### src/rtl/rtc_i2c_target.sv
module rtc_i2c_target #(
  parameter logic [6:0] DEV_ADDR  = 7'h68,
  parameter int         FILT_LEN  = 3,
  parameter logic [7:0] CTRL_INIT = 8'h80
) (
  input  logic        clk,
  input  logic        rst_n,
  input  logic        scl_i,
  input  logic        sda_i,
  output logic        sda_pull,
  output logic        pin_pull,
  output logic        read_busy,
  input  logic        tk_we,
  input  logic [2:0]  tk_addr,
  input  logic [7:0]  tk_data,
  output logic [63:0] regs_flat
);

  localparam int NREG = 8;

  typedef enum logic [2:0] {
    S_IDLE, S_ADDR, S_ACKA, S_WPTR, S_WDAT, S_ACKW, S_RDAT, S_RACK
  } state_t;

  logic [1:0]          scl_s, sda_s;
  logic [FILT_LEN-1:0] scl_h, sda_h;
  logic                scl_f, sda_f, scl_p, sda_p;

  always_ff @(posedge clk or negedge rst_n) begin
    if (!rst_n) begin
      scl_s <= '1; sda_s <= '1;
      scl_h <= '1; sda_h <= '1;
      scl_f <= 1'b1; sda_f <= 1'b1;
      scl_p <= 1'b1; sda_p <= 1'b1;
    end else begin
      scl_s <= {scl_s[0], scl_i};
      sda_s <= {sda_s[0], sda_i};
      scl_h <= {scl_h[FILT_LEN-2:0], scl_s[1]};
      sda_h <= {sda_h[FILT_LEN-2:0], sda_s[1]};
      if (&scl_h) scl_f <= 1'b1; else if (~|scl_h) scl_f <= 1'b0;
      if (&sda_h) sda_f <= 1'b1; else if (~|sda_h) sda_f <= 1'b0;
      scl_p <= scl_f;
      sda_p <= sda_f;
    end
  end

  logic start_det, stop_det, scl_rise, scl_fall;
  assign start_det = scl_p & scl_f & sda_p & ~sda_f;
  assign stop_det  = scl_p & scl_f & ~sda_p & sda_f;
  assign scl_rise  = ~scl_p & scl_f;
  assign scl_fall  = scl_p & ~scl_f;

  state_t     state;
  logic [3:0] cnt;
  logic [7:0] sh;
  logic [6:0] tx;
  logic [2:0] ptr;
  logic       rd_sess, mack, inc;
  logic [7:0] regs [NREG];

  logic [2:0] ptr_nx;
  logic       bus_we;
  assign ptr_nx = ptr + 3'd1;
  assign bus_we = (state == S_WDAT) & scl_fall & (cnt == 4'd8);

  always_ff @(posedge clk or negedge rst_n) begin
    if (!rst_n) begin
      state <= S_IDLE; cnt <= '0; sh <= '0; tx <= '0; ptr <= '0;
      rd_sess <= 1'b0; mack <= 1'b0; inc <= 1'b0; sda_pull <= 1'b0;
    end else if (start_det) begin
      state <= S_ADDR; cnt <= '0; sda_pull <= 1'b0; rd_sess <= 1'b0;
    end else if (stop_det) begin
      state <= S_IDLE; sda_pull <= 1'b0; rd_sess <= 1'b0;
    end else begin
      case (state)
        S_ADDR, S_WPTR, S_WDAT: begin
          if (scl_rise) begin
            sh  <= {sh[6:0], sda_f};
            cnt <= cnt + 4'd1;
          end else if (scl_fall && cnt == 4'd8) begin
            if (state == S_ADDR) begin
              if (sh[7:1] == DEV_ADDR) begin
                state <= S_ACKA; sda_pull <= 1'b1; rd_sess <= sh[0];
              end else begin
                state <= S_IDLE;
              end
            end else begin
              state <= S_ACKW; sda_pull <= 1'b1;
              inc   <= (state == S_WDAT);
              if (state == S_WPTR) ptr <= sh[2:0];
            end
          end
        end
        S_ACKA: if (scl_fall) begin
          cnt <= '0;
          if (rd_sess) begin
            state <= S_RDAT; tx <= regs[ptr][6:0]; sda_pull <= ~regs[ptr][7];
          end else begin
            state <= S_WPTR; sda_pull <= 1'b0;
          end
        end
        S_ACKW: if (scl_fall) begin
          state <= S_WDAT; cnt <= '0; sda_pull <= 1'b0;
          if (inc) ptr <= ptr_nx;
        end
        S_RDAT: begin
          if (scl_rise) cnt <= cnt + 4'd1;
          else if (scl_fall) begin
            if (cnt == 4'd8) begin
              state <= S_RACK; sda_pull <= 1'b0;
            end else begin
              tx <= {tx[5:0], 1'b0}; sda_pull <= ~tx[6];
            end
          end
        end
        S_RACK: begin
          if (scl_rise) mack <= ~sda_f;
          else if (scl_fall) begin
            cnt <= '0;
            if (mack) begin
              state <= S_RDAT; ptr <= ptr_nx;
              tx <= regs[ptr_nx][6:0]; sda_pull <= ~regs[ptr_nx][7];
            end else begin
              state <= S_IDLE; sda_pull <= 1'b0;
            end
          end
        end
        default: ;
      endcase
    end
  end

  always_ff @(posedge clk or negedge rst_n) begin
    if (!rst_n) begin
      for (int i = 0; i < NREG; i++) regs[i] <= (i == NREG - 1) ? CTRL_INIT : 8'h00;
    end else if (bus_we) begin
      regs[ptr] <= sh;
    end else if (tk_we) begin
      regs[tk_addr] <= tk_data;
    end
  end

  for (genvar g = 0; g < NREG; g++) begin : g_flat
    assign regs_flat[8*g +: 8] = regs[g];
  end

  assign pin_pull  = ~regs[NREG-1][7];
  assign read_busy = rd_sess & (ptr != 3'd7);

  AST_SDA_STILL_SCL_HIGH: assert property (@(posedge clk) disable iff (!rst_n)
    (scl_p && scl_f && !start_det && !stop_det) |=> $stable(sda_pull)) else $error("sda moved while scl high");
  AST_START_RELEASES: assert property (@(posedge clk) disable iff (!rst_n)
    start_det |=> !sda_pull) else $error("sda held after start");
  AST_IDLE_RELEASED: assert property (@(posedge clk) disable iff (!rst_n)
    (state == S_IDLE) |-> !sda_pull) else $error("sda pulled in idle");
  AST_PTR_ON_FALL_ONLY: assert property (@(posedge clk) disable iff (!rst_n)
    !scl_fall |=> $stable(ptr)) else $error("pointer moved off a falling edge");

endmodule

### config.mk
export PLATFORM = sky130hd
export DESIGN_NAME = rtc_i2c_target
export DESIGN_NICKNAME = d
export VERILOG_FILES = /design/src/rtl/rtc_i2c_target.sv
export SDC_FILE = /design/constraint.sdc
export NUM_CORES = 1
export LEC_CHECK = 0
export ABC_CLOCK_PERIOD_IN_PS = 7150
export CORE_MARGIN = 4
export CORE_UTILIZATION = 50
export CTS_BUF_LIST = sky130_fd_sc_hd__clkbuf_4 sky130_fd_sc_hd__clkbuf_8
export DETAILED_ROUTE_END_ITERATION = 10
export PLACE_DENSITY = 0.69
export SKIP_LAST_GASP = 1
export SLEW_MARGIN = 30
export SYNTH_ARGS = -nofsm -noshare
export SYNTH_HDL_FRONTEND = slang
export SYNTH_SLANG_ARGS = --single-unit
export TNS_END_PERCENT = 1
### constraint.sdc
create_clock -name clk -period 7.15 [get_ports clk]
set_input_delay 0.715 -clock clk [delete_from_list [all_inputs] [get_ports clk]]
set_output_delay 0.715 -clock clk [all_outputs]
set_load 0.01 [all_outputs]
## After elaboration in Yosys (flattened, before gate mapping)

Cells that the tools add are included.

| word-level totals | value |
|---|---|
| register bits | 107 |
| bits in latches | 0 |
| memory bits (writable) | 0 |
| bits in read-only memories | 0 |
| input port bits | 16 |
| output and inout bits | 67 |
| word-level logic and storage cells | 207 |
| memories | 0 |

| operators by class | value |
|---|---|
| add/subtract/negate cells | 2 |
| multipliers | 0 |
| divide/modulo/power cells | 0 |
| $lt $le $gt $ge | 5 |
| eq/ne operators | 40 |
| shift operators | 0 |
| muxes and demuxes | 82 |
| bitwise operators | 25 |
| reduce and logical (&&, ||, !) cells | 28 |

Operator list:

| kind | number |
|---|---|
| $bwmux W64 | 2 |
| $mux W64 | 2 |
| $mux W3 | 23 |
| $mux W7 | 8 |
| $bmux W8 S3 | 2 |
| $demux W8 S3 | 2 |
| $mux W8 | 6 |
| $ne A4 B4 Y1 const B | 9 |
| $ne A2 B2 Y1 const B | 17 |
| $mux W1 | 26 |
| $pmux W7 S3 | 1 |
| $mux W4 | 5 |
| $reduce_and A10 Y1 | 2 |
| $reduce_bool A3 Y1 | 6 |
| $pmux W3 S5 | 1 |
| $eq A3 B3 Y1 const B | 4 |
| $ge A4 B4 Y1 const B | 3 |
| $not A1 Y1 | 12 |
| $not A3 Y4 | 3 |
| $pmux W4 S3 | 1 |
| $reduce_and A12 Y1 | 1 |
| $reduce_and A4 Y1 | 3 |
| $reduce_and A11 Y1 | 1 |
| $and A1 B1 Y1 | 10 |
| 23 further kinds | 32 |

## Depth between registers and ports, before layout

Gate-level depths: netlist of run 1.

| depth | value |
|---|---|
| depth in word-level cells | 12 |
| gate-level depth with buffers | 9 |
| gate-level depth less buffers | 7 |

## Worst setup path before layout of run 1

Ideal clock, no wire load.

| path | value |
|---|---|
| path kind | register to register |
| from | register ptr[0] |
| to | register tx[4] |
| library setup time | 0.129 ns |
| arrival time | 2.144 ns |
| required time | 7.021 ns |
| setup slack | 4.878 ns |
| stages on the path, launching flop included | 9 |
| path buffers | 2 |
| clock period less this slack | 2.272 ns |
| cell sequence | dfrtp_1 -> ha_1 -> buf_2 -> buf_2 -> mux4_2 -> inv_1 -> a21oi_1 -> a221oi_1 -> a21oi_1 |

| between the ends | value |
|---|---|
| longest elaborated chain between the ends | 9 |
| elaborated cells on any way between the ends | 15 |
| classes of those cells | add/sub (1); mux (12); bitwise (2) |

Ends and longest elaborated chain:

| what | RTL line | source |
|---|---|---|
| start: declaration | 57 | `logic [2:0] ptr;` |
| start signal: assignment | 90 | `if (state == S_WPTR) ptr <= sh[2:0];` |
| start signal: assignment | 104 | `if (inc) ptr <= ptr_nx;` |
| $add A3 B1 Y3 | 63 | `assign ptr_nx = ptr + 3'd1;` |
| $not A3 Y4 (implied by the code) | 122 | `tx <= regs[ptr_nx][6:0]; sda_pull <= ~regs[ptr_nx][7];` |
| $bmux W8 S3 | 122 |  |
| $mux W8 (2 in a row) | - |  |
| $mux W7 | 120 | `if (mack) begin` |
| $mux W7 | 118 | `else if (scl_fall) begin` |
| $mux W7 | 117 | `if (scl_rise) mack <= ~sda_f;` |
| $pmux W7 S3 * | 75 | `case (state)` |
| end signal: assignment | 112 | `tx <= {tx[5:0], 1'b0}; sda_pull <= ~tx[6];` |
| end signal: assignment | 122 |  |
| end: declaration | 56 | `logic [6:0] tx;` |

Every way passes the cells marked *; elsewhere a longest branch is shown, timed or not. The select of a mux whose other input is x is not followed.
A chain may end at the register's enable or synchronous reset.

## Worst setup path after layout of run 1

| path | value |
|---|---|
| from | register state[0] |
| to | register regs (netlist bit regs_flat[60]) |

| between the ends | value |
|---|---|
| longest elaborated chain between the ends | 4 |
| elaborated cells on any way between the ends | 5 |
| classes of those cells | eq/ne (1); mux (1); bitwise (2); reduce/logical (1) |

Ends and longest elaborated chain:

| what | RTL line | source |
|---|---|---|
| start: declaration | 53 | `state_t state;` |
| start signal: assignment | 68 | `state <= S_IDLE; cnt <= '0; sh <= '0; tx <= '0; ptr <= '0;` |
| start signal: assignment | 71 | `state <= S_ADDR; cnt <= '0; sda_pull <= 1'b0; rd_sess <= 1'b0;` |
| start signal: assignment | 73 | `state <= S_IDLE; sda_pull <= 1'b0; rd_sess <= 1'b0;` |
| $eq A3 B3 Y1 * | 64 | `assign bus_we = (state == S_WDAT) & scl_fall & (cnt == 4'd8);` |
| $and A1 B1 Y1 * (2 in a row) | 64 |  |
| $mux W64 / $reduce_bool A2 Y1 (equally long branches) | - |  |
| end signal: indexed assignment | 137 | `regs[ptr] <= sh;` |
| end signal: indexed assignment | 139 | `regs[tk_addr] <= tk_data;` |
| end: declaration | 59 | `logic [7:0] regs [NREG];` |

Every way passes the cells marked *; elsewhere a longest branch is shown, timed or not.

==> flow_summary.json, run 1 <==
{
  "status": "finished clean",
  "wl_per_cell_um": 24.80,
  "netlist_area_um2": 6337,
  "hp-class": "input pin to async pin",
  "synthesis.instances": 626,
  "worstSetupPathType": "flip-flop to flip-flop",
  "die_area_um2": 14540,
  "tightest_slew_ns": 0.9489,
  "cts_buffers": 9,
  "critPathLaunchType": "flip-flop",
  "via_count": 5636,
  "ctsHoldBuffers": 0,
  "core_region_area_um2": 12210,
  "die-width_um": 120.6,
  "place_area_um2": 7169,
  "rsz0062_at_grt": "no",
  "fin_nets": 693,
  "grt_first_pass_wirelength_um": 32950,
  "ctsResizeCount": 0,
  "antenna_found_initial": 0,
  "cts_tree": "built",
  "ant_nets": 0,
  "ys_types": 66,
  "die_h_um": 120.6,
  "avgSynthCellArea_um2": 10.12,
  "start_util_pct": 51.90,
  "layout_setup_ws_ns": 4.023,
  "synth-seq-area-share_pct": 42.55,
  "cp-end-kind": "flip-flop",
  "dr.pass1.iters": 6,
  "yosys_register_bits": 107,
  "synth_edf_count": 0,
  "rows": 40,
  "drt_wl_total_um": 20960,
  "port-buffer-count": 82,
  "finalSetupTns_ns": 0,
  "yosysTopAreaCellShare_pct": 36.33,
  "ir_worst_vdd_mv": 0.2370,
  "n_antenna_cell": 0,
  "ff2ff_setup_slack_ns": 4.02,
  "holdWs_ns": 0.2361,
  "setup_viol": 0,
  "grt_pass1_vias": 5621,
  "cts_root_buf": "clkbuf_8",
  "ys_warn_count": 0,
  "fillers": 1082,
  "skew_ns": 0.01597,
  "design_area_um2": 7388,
  "maxCapViolCount": 0,
  "slew_violations": 0,
  "critical_path_arrival_ns": 3.41,
  "leakage_uw": 0.003048,
  "max_freq_mhz": 319.8,
  "cts_max_level": 3,
  "post-cts-setup-buffers": 0,
  "synth-async-reset-ratio_pct": 100.0,
  "dp_hpwl_um": 15080,
  "post-place-ws_ns": 4.095,
  "grt_usage_pct": 29.88,
  "gp_congestion": 0.9308,
  "period_needed_ns": 3.127,
  "vias_per_cell": 6.670,
  "relSlewSlack_pct": 36.39,
  "initialDrtViolationCount": 675,
  "grt-ovfl-total": 0,
  "power_per_cell_area_nw_per_um2": 285.4,
  "synth-main-ff-cell": "dfrtp_1",
  "io_pins": 83,
  "clkSinkCount": 107,
  "drive_gt1_share_pct": 15.07,
  "cts_buffer_depth": 2,
  "insertion_delay_ns": 0.40,
  "grt_max_degree": 79,
  "worstPathRequired_ns": 7.43,
  "final_common_cell": "dfrtp_1",
  "yosysTopAreaCell": "dfrtp_1",
  "period_share_pct": 43.73,
  "synthTopCellsByArea": "dfrtp_1, dfstp_2, mux4_2",
  "finalHoldViolCount": 0,
  "final_cell_mix": "dfrtp_1, clkdlybuf4s50_1, nand2_1",
  "crit_fanout": 23,
  "path_clk_slew_ns": 0.11,
  "syn_to_final_growth_pct": 16.58,
  "drc": 0,
  "synth_nets": 647
}
==> area by class of cell <==
type	count	area, um2	share of cell area (%)
multi-input combinational	448	3343	45.25
clock inverter	6	72.57	0.9822
inverter	19	71.32	0.9653
sequential	107	2700	36.55
timing repair buffer	87	859.6	11.63
clock buffer	10	131.4	1.778
tap	168	210.2	2.845
==> flip-flops by register name, indices dropped and copies added (netlist names) <==
| signal | cells |
|---|---|
| scl_p | 1 |
| sda_s | 2 |
| state | 3 |
| tx | 7 |
| sda_p | 1 |
| regs_flat | 64 |
| ptr | 3 |
| sda_h | 3 |
| mack | 1 |
| cnt | 4 |
| sda_pull | 1 |
| sh | 8 |
| rd_sess | 1 |
| scl_f | 1 |
| sda_f | 1 |
| scl_h | 3 |
| inc | 1 |
| scl_s | 2 |
==> through the flow <==
| stage | utilization, % | std cells | power [uW] |
|---|---|---|---|
| finish | 60.50 | 845 | 2108 |
| global route | 60.50 | 845 | 2219 |
| CTS | 60.38 | 845 | 2106 |
| detailed placement | 58.71 | 829 | 1701 |
| global placement | 58.61 | 829 | 1688 |
| floorplan | - | 626 | 1343 |
==> worst max-delay path: stages (launching register included) <==
cell     delay [ns]
dfrtp_1        0.64
or3b_4         0.54
nor3_2         0.73
and3_1         0.57
nor2_1         0.26
a21o_1         0.27
==> cell families (layout without fill, tap and decap cells) <==
family / after synthesis / count (layout) / share of synthesized area, %
buffers and inverters: 71 / 122 / 5.035
AOI/OAI and AO/OA: 215 / 215 / 23.93
and+or+nand+nor: 176 / 176 / 15.56
xor gates and xnor gates: 1 / 1 / 0.1382
adders and majority gates: 5 / 5 / 0.9872
DFF: 107 / 107 / 42.55
muxes: 51 / 51 / 11.81
==> cells in the mapped netlist, drive strengths merged, types with 6 or more instances <==
| cell | instances |
|---|---|
| a21o | 26 |
| a21oi | 35 |
| a221o | 9 |
| a221oi | 9 |
| a22o | 27 |
| a22oi | 18 |
| a2bb2oi | 6 |
| a31oi | 9 |
| a32oi | 8 |
| and2 | 14 |
| buf | 28 |
| clkbuf | 24 |
| dfrtp | 92 |
| dfstp | 15 |
| inv | 19 |
| mux2 | 20 |
| mux2i | 14 |
| mux4 | 17 |
| nand2 | 52 |
| nand2b | 8 |
| nand3 | 22 |
| nand3b | 6 |
| nor2 | 31 |
| nor2b | 9 |
| nor3 | 10 |
| o21ai | 45 |
==> metal layers <==
layer / routed length (um) / part of all wire (%) / GRT usage (%)
met1: 8997 / 43 / 41.70
met2: 9603 / 46 / 46.00
met3: 1795 / 8.6 / 7.297
met4: 561 / 2.7 / 9.773
met5: 0 / 0 / 0
==> power breakdown <==
| group | switching, uW | total [uW] | internal [uW] |
|---|---|---|---|
| logic | 343 | 725 | 382 |
| registers | 264 | 984 | 720 |
| clock network | 228 | 399 | 171 |
==> path summary, 6_finish.rpt <==
kind	cells after the start	startpoint	endpoint
max	5	state[0]	regs_flat[60]
max in group asynchronous	2	rst_n	ptr[0]
min	1	rst_n	regs_flat[49]
min in group clk	0	sda_s[0]	sda_s[1]
max reg2reg	5	state[0]	regs_flat[60]
min reg2reg	0	sda_s[0]	sda_s[1]
No activity file was read; power rests on OpenSTA's default activity.
==> inputs of run 2 (changes only) <==
--- a/config.mk
+++ b/config.mk
@@ -5,12 +5,12 @@
 export SDC_FILE = /design/constraint.sdc
 export NUM_CORES = 1
 export LEC_CHECK = 0
-export ABC_CLOCK_PERIOD_IN_PS = 7150
+export ABC_CLOCK_PERIOD_IN_PS = 2700
 export CORE_MARGIN = 4
 export CORE_UTILIZATION = 50
 export CTS_BUF_LIST = sky130_fd_sc_hd__clkbuf_4 sky130_fd_sc_hd__clkbuf_8
 export DETAILED_ROUTE_END_ITERATION = 10
-export PLACE_DENSITY = 0.69
+export PLACE_DENSITY = 0.72
 export SKIP_LAST_GASP = 1
 export SLEW_MARGIN = 30
 export SYNTH_ARGS = -nofsm -noshare
==> constraint.sdc (replaced) <==
create_clock -name clk -period 2.7 [get_ports clk]
set_input_delay 0.27 -clock clk [delete_from_list [all_inputs] [get_ports clk]]
set_output_delay 0.27 -clock clk [all_outputs]
set_load 0.01 [all_outputs]
==> run 2 against run 1 <==
  * Final area rose by 3.0%
  * Power rose to 2.7 times the previous value
  * Worst hold slack better by 0.016 ns
  * Clock-buffer cell count down 1
  * Cell count is 3.6% higher
  * Worst setup slack worse by 3.8 ns
  * Via count rose by 3.0%
==> flow_summary.json, run 2 (synthesis gave the netlist of run 1 again) <==
{
  "status": "finished clean",
  "slew_violations": 0,
  "rsz0062_at_grt": "no",
  "io_pins": 83,
  "cp-end-kind": "flip-flop",
  "final_cell_mix": "dfrtp_1, clkdlybuf4s50_1, nand2_1",
  "setup_viol": 0,
  "grt_first_pass_wirelength_um": 33260,
  "max_freq_mhz": 408.3,
  "leakage_uw": 0.003195,
  "gp_congestion": 0.9756,
  "cts_max_level": 3,
  "initialDrtViolationCount": 773,
  "fillers": 1060,
  "cts_root_buf": "clkbuf_8",
  "ant_nets": 0,
  "fin_nets": 723,
  "worstPathRequired_ns": 3.00,
  "final_common_cell": "dfrtp_1",
  "period_share_pct": 90.71,
  "die_h_um": 120.6,
  "regArea_um2": 2698,
  "drt_wl_total_um": 21370,
  "path_clk_slew_ns": 0.11,
  "tightest_slew_ns": 0.8729,
  "dr.pass1.iters": 7,
  "start_util_pct": 51.90,
  "largest_reg_flops": 64,
  "port-buffer-count": 82,
  "worst-r2r-cell-count": 8,
  "dp_cells": 858,
  "drc": 0,
  "drive_gt1_share_pct": 18.25,
  "n_antenna_cell": 0,
  "reg2reg_to": "regs_flat[47]",
  "ctsResizeCount": 0,
  "wl_per_cell_um": 24.42,
  "insertion_delay_ns": 0.40,
  "skew_ns": 0.008614,
  "grt_usage_pct": 29.96,
  "relSlewSlack_pct": 41.41,
  "grt-ovfl-total": 0,
  "antenna_found_initial": 0,
  "worstReg2RegStart": "cnt[0]",
  "crit_fanout": 11,
  "worstSetupPathType": "flip-flop to flip-flop",
  "maxCapViolCount": 0,
  "clkSinkCount": 107,
  "grt_max_degree": 68,
  "dp_hpwl_um": 15450,
  "syn_to_final_growth_pct": 20.08,
  "finalSetupTns_ns": 0,
  "ir_worst_vdd_mv": 0.6936,
  "cts_buffers": 9,
  "critPathLaunchType": "flip-flop",
  "period_needed_ns": 2.449,
  "cts_tree": "built",
  "rows": 40,
  "vias_per_cell": 6.633,
  "hp-class": "input pin to async pin",
  "layout.cells.non_filler": 875,
  "finalHoldViolCount": 0,
  "multi_input_comb_area_um2": 3326,
  "die_area_um2": 14540,
  "via_count": 5804,
  "core_region_area_um2": 12210,
  "cts_buffer_depth": 2,
  "holdWs_ns": 0.2520,
  "critical_path_arrival_ns": 2.75,
  "die-width_um": 120.6,
  "ff2ff_setup_slack_ns": 0.25,
  "grt_pass1_vias": 5691,
  "power_per_cell_area_nw_per_um2": 746.5
}
## run 2: layout make-up
type	count	share of cell area, %
multi-input cells	448	43.70
flip-flops and latches	107	35.45
repair buffers	117	14.73
well taps	168	2.762
clock buffers	9	1.628
inverters	19	0.9372
clock inverters	7	0.7892
## run 2: worst max-delay path, stage by stage, from the launching register on
cell and delay (ns):
dfrtp_1 0.42, inv_1 0.06, ha_1 0.23, nand3b_2 0.16, nor3_2 0.06, buf_4 0.19
nor3_2 0.60, nor2_2 0.23, a221o_2 0.38
## run 2: how the worst max path moves through the flow
| stage | slack, ns | from | endpoint |
|---|---|---|---|
| 2_1_floorplan | 0.43 | ptr[0] | tx[5] |
| 3_3_place_gp | 0.36 | cnt[0] | regs_flat[47] |
| 3_5_place_dp | 0.31 | tk_addr[0] | regs_flat[21] |
| 4_1_cts | 0.31 | cnt[0] | regs_flat[47] |
| 5_1_grt | 0.18 | cnt[0] | regs_flat[47] |
| 6_report | 0.25 | cnt[0] | regs_flat[47] |
## run 2: report_power, final
| part | internal (uW) | total (uW) | switching (uW) | leakage [uW] |
|---|---|---|---|---|
| Clock | 354 | 980 | 626 | 0.0000901 |
| Combinational | 1110 | 2230 | 1120 | 0.00177 |
| Sequential | 1910 | 2470 | 561 | 0.00134 |
## run 2: timing repair
action | 4_1_cts | 5_1_grt
setup buffers | 0 | 0
endpoints found under the hold margin | 12 | 0
hold buffers | 1 | 0
## run 2: stage by stage
step | power, uW | setup WS [ns] | utilization (%) | area (um2)
2_1_floorplan | 3555 | 0.4278 | - | 6337
3_3_place_gp | 4629 | 0.3618 | 60.70 | 7412
3_5_place_dp | 4661 | 0.3056 | 60.70 | 7412
4_1_cts | 5640 | 0.3105 | 62.28 | 7606
5_1_grt | 5945 | 0.1805 | 62.32 | 7610
6_report | 5681 | 0.2507 | 62.32 | 7610
## run 2: routing by layer
metal / wire length (um) / global-route usage, %
met4: 624 / 9.136
met3: 2053 / 6.876
met2: 9983 / 46.84
met1: 8704 / 41.74
met5: 0 / 0
